File: config.mk
export PLATFORM = sky130hd
export DESIGN_NAME = rng_data_regif
export DESIGN_NICKNAME = d
export VERILOG_FILES = /design/src/rtl/rng_regif_pkg.sv /design/src/rtl/rng_word_model.sv /design/src/rtl/rng_hold_reg.sv /design/src/rtl/rng_err_flags.sv /design/src/rtl/rng_data_regif.sv
export SDC_FILE = /design/constraint.sdc
export NUM_CORES = 1
export LEC_CHECK = 0
export BUFFER_PORTS_ARGS = -buffer_cell sky130_fd_sc_hd__buf_2
export CAP_MARGIN = 10
export CORE_MARGIN = 5
export CORE_UTILIZATION = 40
export DETAILED_ROUTE_END_ITERATION = 10
export PLACE_DENSITY_LB_ADDON = 0.08
export SETUP_SLACK_MARGIN = 0.4
export SLEW_MARGIN = 20
export SYNTH_ARGS = -nofsm -noshare
export SYNTH_HDL_FRONTEND = slang
export SYNTH_HIERARCHICAL = 1
export SYNTH_SLANG_ARGS = --single-unit
File: constraint.sdc
create_clock -name clk -period 5.5 [get_ports clk]
set_clock_uncertainty 0.2 [all_clocks]
set_input_delay 0.55 -clock clk [delete_from_list [all_inputs] [get_ports clk]]
set_output_delay 0.55 -clock clk [all_outputs]
set_load 0.02 [all_outputs]
File: src/rtl/rng_regif_pkg.sv
package rng_regif_pkg;

    typedef enum logic [1:0] {
        SEL_NONE,
        SEL_STAT,
        SEL_DATA
    } reg_sel_e;

    localparam int ST_READY     = 0;
    localparam int ST_CLK_LIVE  = 1;
    localparam int ST_SEED_LIVE = 2;
    localparam int ST_CLK_STK   = 5;
    localparam int ST_SEED_STK  = 6;

endpackage

File: src/rtl/rng_word_model.sv
module rng_word_model #(
    parameter int              W    = 32,
    parameter int              LAT  = 42,
    parameter logic [W-1:0]    SEED = W'(1),
    parameter logic [W-1:0]    TAPS = W'(32'hB4BC_D35C)
) (
    input  logic         clk,
    input  logic         rst_n,
    input  logic         run,
    input  logic         take,
    output logic         vld,
    output logic [W-1:0] word
);

    localparam int CW = (LAT > 2) ? $clog2(LAT) : 1;
    localparam logic [CW-1:0] LAST = CW'(LAT - 2);

    typedef struct packed {
        logic [CW-1:0] cnt;
        logic          pend;
        logic [W-1:0]  lfsr;
    } gen_st_t;

    gen_st_t s_d, s_q;

    function automatic logic [W-1:0] adv(input logic [W-1:0] v);
        logic [W-1:0] r;
        r = v >> 1;
        if (v[0]) r = r ^ TAPS;
        return r;
    endfunction

    always_comb begin
        s_d = s_q;
        if (s_q.pend && take) begin
            s_d.pend = 1'b0;
        end
        if (!s_q.pend && run) begin
            if (s_q.cnt == LAST) begin
                s_d.pend = 1'b1;
                s_d.cnt  = '0;
                s_d.lfsr = adv(s_q.lfsr);
            end else begin
                s_d.cnt = s_q.cnt + 1'b1;
            end
        end
    end

    always_ff @(posedge clk) begin
        if (!rst_n) begin
            s_q <= '{cnt: '0, pend: 1'b0, lfsr: SEED};
        end else begin
            s_q <= s_d;
        end
    end

    assign vld  = s_q.pend;
    assign word = s_q.lfsr;

endmodule

File: src/rtl/rng_hold_reg.sv
module rng_hold_reg #(
    parameter int W = 32
) (
    input  logic         clk,
    input  logic         rst_n,
    input  logic         src_vld,
    input  logic [W-1:0] src_word,
    input  logic         rd_hit,
    output logic         take,
    output logic         ready,
    output logic [W-1:0] data
);

    typedef struct packed {
        logic         rdy;
        logic [W-1:0] word;
    } hold_st_t;

    hold_st_t s_d, s_q;

    always_comb begin
        s_d  = s_q;
        take = src_vld && (!s_q.rdy || rd_hit);
        if (take) begin
            s_d.rdy  = 1'b1;
            s_d.word = src_word;
        end else if (rd_hit && s_q.rdy) begin
            s_d.rdy  = 1'b0;
            s_d.word = '0;
        end
    end

    always_ff @(posedge clk) begin
        if (!rst_n) begin
            s_q <= '0;
        end else begin
            s_q <= s_d;
        end
    end

    assign ready = s_q.rdy;
    assign data  = s_q.word;

endmodule

File: src/rtl/rng_err_flags.sv
module rng_err_flags (
    input  logic clk,
    input  logic rst_n,
    input  logic clk_err,
    input  logic seed_err,
    input  logic stat_wr,
    input  logic wd_clk,
    input  logic wd_seed,
    output logic stk_clk,
    output logic stk_seed
);

    typedef struct packed {
        logic clk_f;
        logic seed_f;
    } flag_st_t;

    flag_st_t s_d, s_q;

    always_comb begin
        s_d        = s_q;
        s_d.clk_f  = clk_err  | (s_q.clk_f  & ~(stat_wr & ~wd_clk));
        s_d.seed_f = seed_err | (s_q.seed_f & ~(stat_wr & ~wd_seed));
    end

    always_ff @(posedge clk) begin
        if (!rst_n) begin
            s_q <= '0;
        end else begin
            s_q <= s_d;
        end
    end

    assign stk_clk  = s_q.clk_f;
    assign stk_seed = s_q.seed_f;

endmodule

File: src/rtl/rng_data_regif.sv
module rng_data_regif
    import rng_regif_pkg::*;
#(
    parameter int                DATA_W     = 32,
    parameter int                ADDR_W     = 4,
    parameter int                REFILL_LAT = 42,
    parameter int                STAT_OFS   = 4,
    parameter int                DATA_OFS   = 8,
    parameter logic [DATA_W-1:0] LFSR_SEED  = DATA_W'(1),
    parameter logic [DATA_W-1:0] LFSR_TAPS  = DATA_W'(32'hB4BC_D35C)
) (
    input  logic              clk,
    input  logic              rst_n,
    input  logic              gen_en,
    input  logic              irq_en,
    input  logic              clk_err,
    input  logic              seed_err,
    input  logic              bus_rd,
    input  logic              bus_wr,
    input  logic [ADDR_W-1:0] bus_addr,
    input  logic [DATA_W-1:0] bus_wdata,
    output logic [DATA_W-1:0] bus_rdata,
    output logic              irq
);

    localparam logic [ADDR_W-1:0] A_STAT = ADDR_W'(STAT_OFS);
    localparam logic [ADDR_W-1:0] A_DATA = ADDR_W'(DATA_OFS);

    reg_sel_e          sel;
    logic              rd_hit;
    logic              gen_vld;
    logic [DATA_W-1:0] gen_word;
    logic              gen_take;
    logic              dready;
    logic [DATA_W-1:0] data_q;
    logic              stk_clk;
    logic              stk_seed;
    logic [DATA_W-1:0] stat;

    always_comb begin
        case (bus_addr)
            A_STAT:  sel = SEL_STAT;
            A_DATA:  sel = SEL_DATA;
            default: sel = SEL_NONE;
        endcase
    end

    assign rd_hit = bus_rd && (sel == SEL_DATA);

    rng_word_model #(
        .W    (DATA_W),
        .LAT  (REFILL_LAT),
        .SEED (LFSR_SEED),
        .TAPS (LFSR_TAPS)
    ) u_gen (
        .clk   (clk),
        .rst_n (rst_n),
        .run   (gen_en),
        .take  (gen_take),
        .vld   (gen_vld),
        .word  (gen_word)
    );

    rng_hold_reg #(
        .W (DATA_W)
    ) u_hold (
        .clk      (clk),
        .rst_n    (rst_n),
        .src_vld  (gen_vld),
        .src_word (gen_word),
        .rd_hit   (rd_hit),
        .take     (gen_take),
        .ready    (dready),
        .data     (data_q)
    );

    rng_err_flags u_flags (
        .clk      (clk),
        .rst_n    (rst_n),
        .clk_err  (clk_err),
        .seed_err (seed_err),
        .stat_wr  (bus_wr && (sel == SEL_STAT)),
        .wd_clk   (bus_wdata[ST_CLK_STK]),
        .wd_seed  (bus_wdata[ST_SEED_STK]),
        .stk_clk  (stk_clk),
        .stk_seed (stk_seed)
    );

    always_comb begin
        stat               = '0;
        stat[ST_READY]     = dready;
        stat[ST_CLK_LIVE]  = clk_err;
        stat[ST_SEED_LIVE] = seed_err;
        stat[ST_CLK_STK]   = stk_clk;
        stat[ST_SEED_STK]  = stk_seed;
    end

    always_comb begin
        case (sel)
            SEL_STAT: bus_rdata = stat;
            SEL_DATA: bus_rdata = dready ? data_q : '0;
            default:  bus_rdata = '0;
        endcase
    end

    assign irq = irq_en && (dready || stk_clk || stk_seed);

endmodule

==> results by group, run 1 <==
Synth
  • Synth Area in Compound Gates: around 12%
  • Seq cells post-synth: 74
  • Async SR Flop Fraction: 0%
  • Post-synth top flop: dfxtp_1
  • Post-synth EDFFs: 0
  • Netlist cell types: 48
  • Register area share after synthesis: 33.31%
  • Ys Warns: 6
  • Post-synth top area share: 33.31%
  • Area leader, netlist: dfxtp_1
  • Synth Cell Area: ~4400 sq um
  • Post-Syn Nets: 513
  • Simple-gate share of the synthesized area: between 20% and 30%
  • Largest family of logic cells by synthesized area: simple AND/OR/NAND/NOR gates
  • Gate Count Post-Synth: 465
  • Mux cell area share after synthesis: 13.98%
  • Post-Synth XOR/XNOR Area: 3.545%
  • Synth Area in Adders: 1.125%
  • Post-Syn Area per Cell: ~9.6 sq um
  • Synth top area cells: dfxtp_1, mux2i_1, nand2_1

Placed design
  • DP Worst Slack: 1.752 ns
  • Buffers added on ports: 46
  • Detail Placement HPWL: 5767 um
  • RePlAce Congestion: approximately 0.75
  • Placed insts: a little under 600

Power
  • Static Leakage: 0.001761 uW
  • VDD IR-drop max: ~0.13 mV
  • Cell Pwr Density: 224.4 nW/um^2

Layout
  • Ratio of cells with drive above 1 in the final layout: 25.76%
  • Reg area: 1483 sq um
  • Fillcell total: 1105
  • Multi-input gate area: 2341 sq um
  • Syn-to-layout area delta: 1.069%
  • N_diodes: 0
  • Finished Core Util: 41.28%
  • Final non-filler cell total: 602
  • Nets: 505

Floorplan
  • Row count: 38
  • DIE WIDTH: 115.4 um
  • Die ar.: between 10000 and 15000 sq um
  • Initial Util: between 40% and 50%
  • I/O pin count: 77
  • Die Span Y: 115.4 um
  • Placeable Area: ~11000 sq um

Critical path
  • Setup crit start kind: primary input
  • FF-to-FF setup slack: 3.44 ns
  • WP data arrival: about 2.6 ns
  • R2r worst-path depth: 5
  • RR Endpoint: u_gen/word[7]
  • Worst setup path category: primary input to output port
  • Crit. End Element: output port
  • Worst-path maximum fanout: 26
  • Reg-to-reg startpoint: u_gen/s_q[33]
  • WP data required: 4.75 ns

Global routing
  • Met2 GRT Util: 23.34%
  • Global route total overflow: 0
  • GR Util All Layers: 14.96%
  • GRT busiest layer: met2
  • GR Util met3: 3.238%
  • First-pass GRT wire length: 15970 um
  • Largest net degree at the start of global routing: 63
  • Antenna violations before repair: 0
  • Vias in the first global route: 3110
  • Global Route met1 Usage: 20.66%

Hold path
  • Worst min-delay path startpoint: bus_wdata[5]
  • Hold WC Path Type: primary input to register
  • Hold path depth: 3
  • Hold EP: u_flags/stk_clk

Job
  • Max cap viols: 0

Timing
  • Final Slew Violations: 0
  • Max-Slew Margin vs Limit: 42.93%
  • Final Hold Vio Count: 0
  • Fin crit period: 3.329 ns
  • Tcrit/Tclk final: 60.53%
  • Max Clk Rate: approximately 300 MHz
  • Worst Max-Slew Pin Slew: 0.8560 ns
  • Final setup violation count: 0
  • RSZ-0062 raised after global routing: no
  • Final setup margin: 2.171 ns
  • Final Hold Slack: 0.2302 ns
  • Setup_tns: 0 ns

Clocking
  • Max clock buf depth: 2
  • CTS Sinks: 74
  • Post-CTS sizing: 0
  • CTS tree: built
  • Root Buffer: clkbuf_8
  • Num CTS Buffers: 9
  • Postcts setup bufs: 0
  • Clock transition at the registers of the reported paths: 0.08 ns
  • Worst skew pair latency: about 0.35 ns
  • Htree depth: 3
  • Hold_buf cts: 0

Outcome
  • Outcome: complete, no violations

Detailed routing
  • Via density: 5.301
  • Final WL: between 9000 and 10000 um
  • Routed Antenna Nets: 0
  • Iter 0 DRT Violations: 159
  • DRC Markers: 0
  • Router iterations before antenna repair: 4
  • Via Count: around 3200
  • Wire length per cell: ~16 um
## cell type report
type / count / share of cell area, %
flip-flops and latches: 74 / 32.99
multi-input cells: 313 / 52.09
inverters: 7 / 0.5846
well taps: 140 / 3.898
clock inverters: 7 / 1.559
repair buffers: 52 / 6.125
clock buffers: 9 / 2.756
## registers in the layout (all words and copies together) (netlist names)
register	count
u_gen/word	32
u_hold/data	32
u_gen/s_q	6
u_flags/stk_clk	1
u_flags/stk_seed	1
u_gen/vld	1
u_hold/ready	1
## cells in the mapped netlist (all sizes together) (2+ instances only)
cell type / number
dfxtp: 74
and3b: 2
nand2: 89
or3: 2
and2: 28
a32oi: 4
nor2b: 2
nor4b: 2
ha: 4
o32ai: 4
a211o: 2
nand2b: 3
o221ai: 28
o21ai: 5
clkbuf: 7
nand4: 28
nand3b: 2
a21oi: 5
inv: 7
nor3b: 3
buf: 64
mux2i: 61
nor2: 10
xor2: 17
## worst max path at each step
stage	start	slack, ns	to
2_1_floorplan	bus_addr[3]	2.73	bus_rdata[13]
3_3_place_gp	bus_addr[3]	1.79	bus_rdata[20]
3_5_place_dp	bus_addr[3]	1.75	bus_rdata[20]
4_1_cts	bus_addr[3]	1.75	bus_rdata[20]
5_1_grt	bus_addr[3]	1.95	bus_rdata[20]
6_report	bus_addr[3]	2.17	bus_rdata[20]
## worst max-delay path: stages
cell and delay [ns]:
buf_2 0.10, nor4b_1 0.41, inv_1 0.08, ha_1 0.38, and3b_2 0.63, and2_2 0.25, buf_2 0.16
## power by group
group	leakage, uW	switching, uW	internal, uW	total (uW)
clock	0.0000990	214	209	422
sequential	0.000597	2.32	537	540
combinational	0.00106	34.6	11.8	46.3
total	0.00176	251	758	1010
## cells by family after synthesis
group,count (synthesis)
compound gates,52
xor+xnor,18
fa+ha+maj,4
buf+inv,78
flops,74
mux,62
simple gates,177
## per-stage QoR
stage | instance area [sq um] | power [uW]
2_1_floorplan | 4447 | 591.8
3_3_place_gp | 4299 | 599.4
3_5_place_dp | 4299 | 599.3
4_1_cts | 4493 | 1025
5_1_grt | 4494 | 1055
6_report | 4494 | 1009
## metal layers
layer  routed length, um  up-vias
met5                   0        -
met4                  95        0
met3                 409       10
met2                4368       51
met1                4790     1527
li1                    -     1603
## placed cells by master (no fill, tap or decap), types with 2 or more instances in the layout
cell	Yosys	routed
nand2_1	89	89
dfxtp_1	74	73
mux2i_1	61	61
buf_2	6	46
nand4_1	28	28
o221ai_2	20	20
xor2_1	17	17
and2_4	14	14
nor2_1	10	10
clkbuf_8	0	9
and2_1	8	8
o221ai_1	8	8
and2_2	6	6
buf_4	38	6
inv_1	5	5
a21oi_1	5	5
o21ai_0	5	5
a32oi_1	4	4
ha_1	4	4
o32ai_1	4	4
clkinv_2	0	3
nor4b_1	2	2
clkinv_4	0	2
nor3b_2	2	2
inv_2	2	2
nand2b_1	2	2
or3_1	2	2
nor2b_1	2	2
a211o_1	2	2
No activity file was read; power rests on OpenSTA's default activity.
==> run 2, diff against run 1 <==
- ABC_AREA: unset -> 1
- clock period: 5.5 -> 3.2 ns (I/O delays scaled with it)
==> run 2 against run 1 <==
Global-route usage grew 0.50 points. Clock-buffer cell count is 1 higher. Routed wire length is 11% lower. Core utilization up 1.9 points. Synthesized cell count is 16% higher. Flip-flop and latch count did not move. Setup slack worse by 1.2 ns. Combinational power grew 26%. Cell count up 11%. Sequential power is 72% higher. First-iteration DRC count rose by 10%. Critical path type unchanged. Critical endpoint is now bus_rdata[10].
==> results by group, run 2 <==
Outcome
  • Outcome: complete, no violations

Power
  • Cell Pwr Density: between 400 and 500 nW/um^2
  • Static Leakage: 0.001718 uW
  • VDD IR-drop max: 0.1845 mV
  • P_int: 1403 uW
  • Sw power: 404.1 uW
  • Flop pwr share: between 50% and 60%
  • Switching Fraction: 22.36%
  • Logic gate share of total power: 3.2%
  • Clk network pwr share: 45.4%

Global routing
  • Met2 GRT Util: 23.98%
  • GR Util met3: under 10%
  • Global Route met1 Usage: 21.51%
  • First-pass GRT wire length: 14530 um
  • Largest net degree at the start of global routing: 36
  • GR Util All Layers: 15.46%
  • Vias in the first global route: 2976
  • Global route total overflow: 0
  • Antenna violations before repair: 0
  • GRT busiest layer: met2

Synth
  • Register area share after synthesis: 38.53%
  • Netlist cell types: 22
  • Post-synth EDFFs: 0
  • Post-synth top flop: dfxtp_1
  • Ys Warns: 6
  • Post-Syn Nets: 587
  • Seq cells post-synth: 74
  • Post-synth top area share: between 30% and 40%
  • Top cells by count, synth: nand2_1, nand3_1, dfxtp_1, nor2_1, inv_1
  • Gate Count Post-Synth: 539
  • Post-Syn Area per Cell: 7.133 sq um
  • Synth Cell Area: 3845 sq um
  • Area leader, netlist: dfxtp_1
  • Count leader, synth: nand2_1
  • Async SR Flop Fraction: 0%
  • Synth top area cells: dfxtp_1, nand3_1, nand2_1

Placed design
  • Detail Placement HPWL: 5544 um
  • DP Worst Slack: 1.007 ns
  • Buffers added on ports: 46
  • RePlAce Congestion: around 0.78

Detailed routing
  • DRC Markers: 0
  • Routed Antenna Nets: 0
  • Router iterations before antenna repair: 6
  • Final WL: ~8600 um
  • Wire length per cell: ~13 um
  • Via density: between 4 and 5
  • Via Count: 3108
  • Iter 0 DRT Violations: around 180

Critical path
  • FF-to-FF setup slack: 1.10 ns
  • WP data required: approximately 2.7 ns
  • Worst setup path category: primary input to output port
  • WP data arrival: between 1.5 and 2 ns
  • Setup crit start kind: primary input
  • Crit. End Element: output port
  • Worst-path maximum fanout: 27

Timing
  • Max Clk Rate: 456.9 MHz
  • Final Slew Violations: 0
  • RSZ-0062 raised after global routing: no
  • Tcrit/Tclk final: 68.40%
  • Fin crit period: 2.189 ns
  • Final setup violation count: 0
  • Final Hold Vio Count: 0
  • Setup_tns: 0 ns
  • Final setup margin: about 1 ns
  • Max-Slew Margin vs Limit: 34.27%
  • Worst Max-Slew Pin Slew: 0.9798 ns

Clocking
  • CTS Sinks: 74
  • Num CTS Buffers: 9
  • CTS tree: built
  • Root Buffer: clkbuf_8
  • Max clock buf depth: 2
  • Worst skew pair latency: 0.34 ns
  • Htree depth: 3
  • Hold_buf cts: 0
  • Clock transition at the registers of the reported paths: roughly 0.08 ns
  • Post-CTS sizing: 0
  • Postcts setup bufs: 0

Floorplan
  • Initial Util: 41.22%
  • DIE WIDTH: about 110 um
  • Placeable Area: between 9000 and 10000 sq um
  • Row count: 35
  • Die Span Y: 108.0 um
  • Die ar.: around 12000 sq um
  • I/O pin count: 77

Layout
  • Commonest non-fill, non-tap cell in the layout: nand2_1
  • N_diodes: 0
  • Ratio of cells with drive above 1 in the final layout: 17.93%
  • Most frequent cells in the layout: nand2_1, nand3_1, dfxtp_1, nor2_1, buf_2
  • Nets: 584
  • Syn-to-layout area delta: 4.849%

Hold path
  • Hold WC Path Type: primary input to register

Job
  • Max cap viols: 0
[run 2: area by class of cell]
cell class / count / area [sq um]
Clock buffer: 10 / 137.6
Clock inverter: 6 / 90.09
Fill cell: 1018 / 5296
Inverter: 44 / 165.2
Multi-Input combinational cell: 354 / 1713
Sequential cell: 74 / 1481
Tap cell: 129 / 161.4
Timing Repair Buffer: 53 / 282.8
[run 2: critical path, stage by stage]
cell,delay (ns)
buf_2,0.09
nor2_1,0.12
nand3_1,0.11
ha_1,0.34
inv_2,0.14
nand2_8,0.17
nor2_1,0.18
buf_2,0.18
[run 2: routing by layer]
| metal | wire (um) | part of all wire (%) | vias to the layer above |
|---|---|---|---|
| met5 | 0 | 0 | - |
| met4 | 77 | 0.90 | 0 |
| met3 | 383 | 4.5 | 6 |
| met2 | 3712 | 43 | 49 |
| met1 | 4378 | 51 | 1394 |
| li1 | - | - | 1659 |
[run 2: power groups by stage]
stage	logic [uW]	registers [uW]	clock network [uW]
finish	58.3	928	821
global route	66.8	929	888
CTS	59.5	928	845
detailed placement	59.1	950	0
global placement	59.0	950	0
floorplan	39.9	949	0
[run 2: per-stage QoR]
step,hold WS (ns),instances,area [sq um],total power (uW),util (%)
global route,0.02097,670,4031,1883,43.22
finish,0.02489,670,4031,1807,43.22
CTS,0.01522,670,4031,1832,43.22
detailed placement,0.2591,654,3804,1009,40.78
floorplan,0.2400,539,3845,988.4,-
global placement,0.2541,654,3804,1009,40.78
[run 2: kinds of logic after synthesis]
group           share of synthesized area, %
simple gates                           33.06
buf+inv                                16.92
flops                                  38.53
compound gates                         6.313
xor+xnor                               3.872
fa+ha+maj                              1.302
[run 2: worst paths after layout]
| path | start | cells past startpoint | endpoint |
|---|---|---|---|
| min | clk_err | 3 | u_flags/stk_clk |
| max reg2reg | u_gen/s_q[33] | 8 | u_gen/s_q[36] |
| max | bus_addr[1] | 8 | bus_rdata[10] |
| min reg2reg | u_gen/word[14] | 2 | u_gen/word[14] |
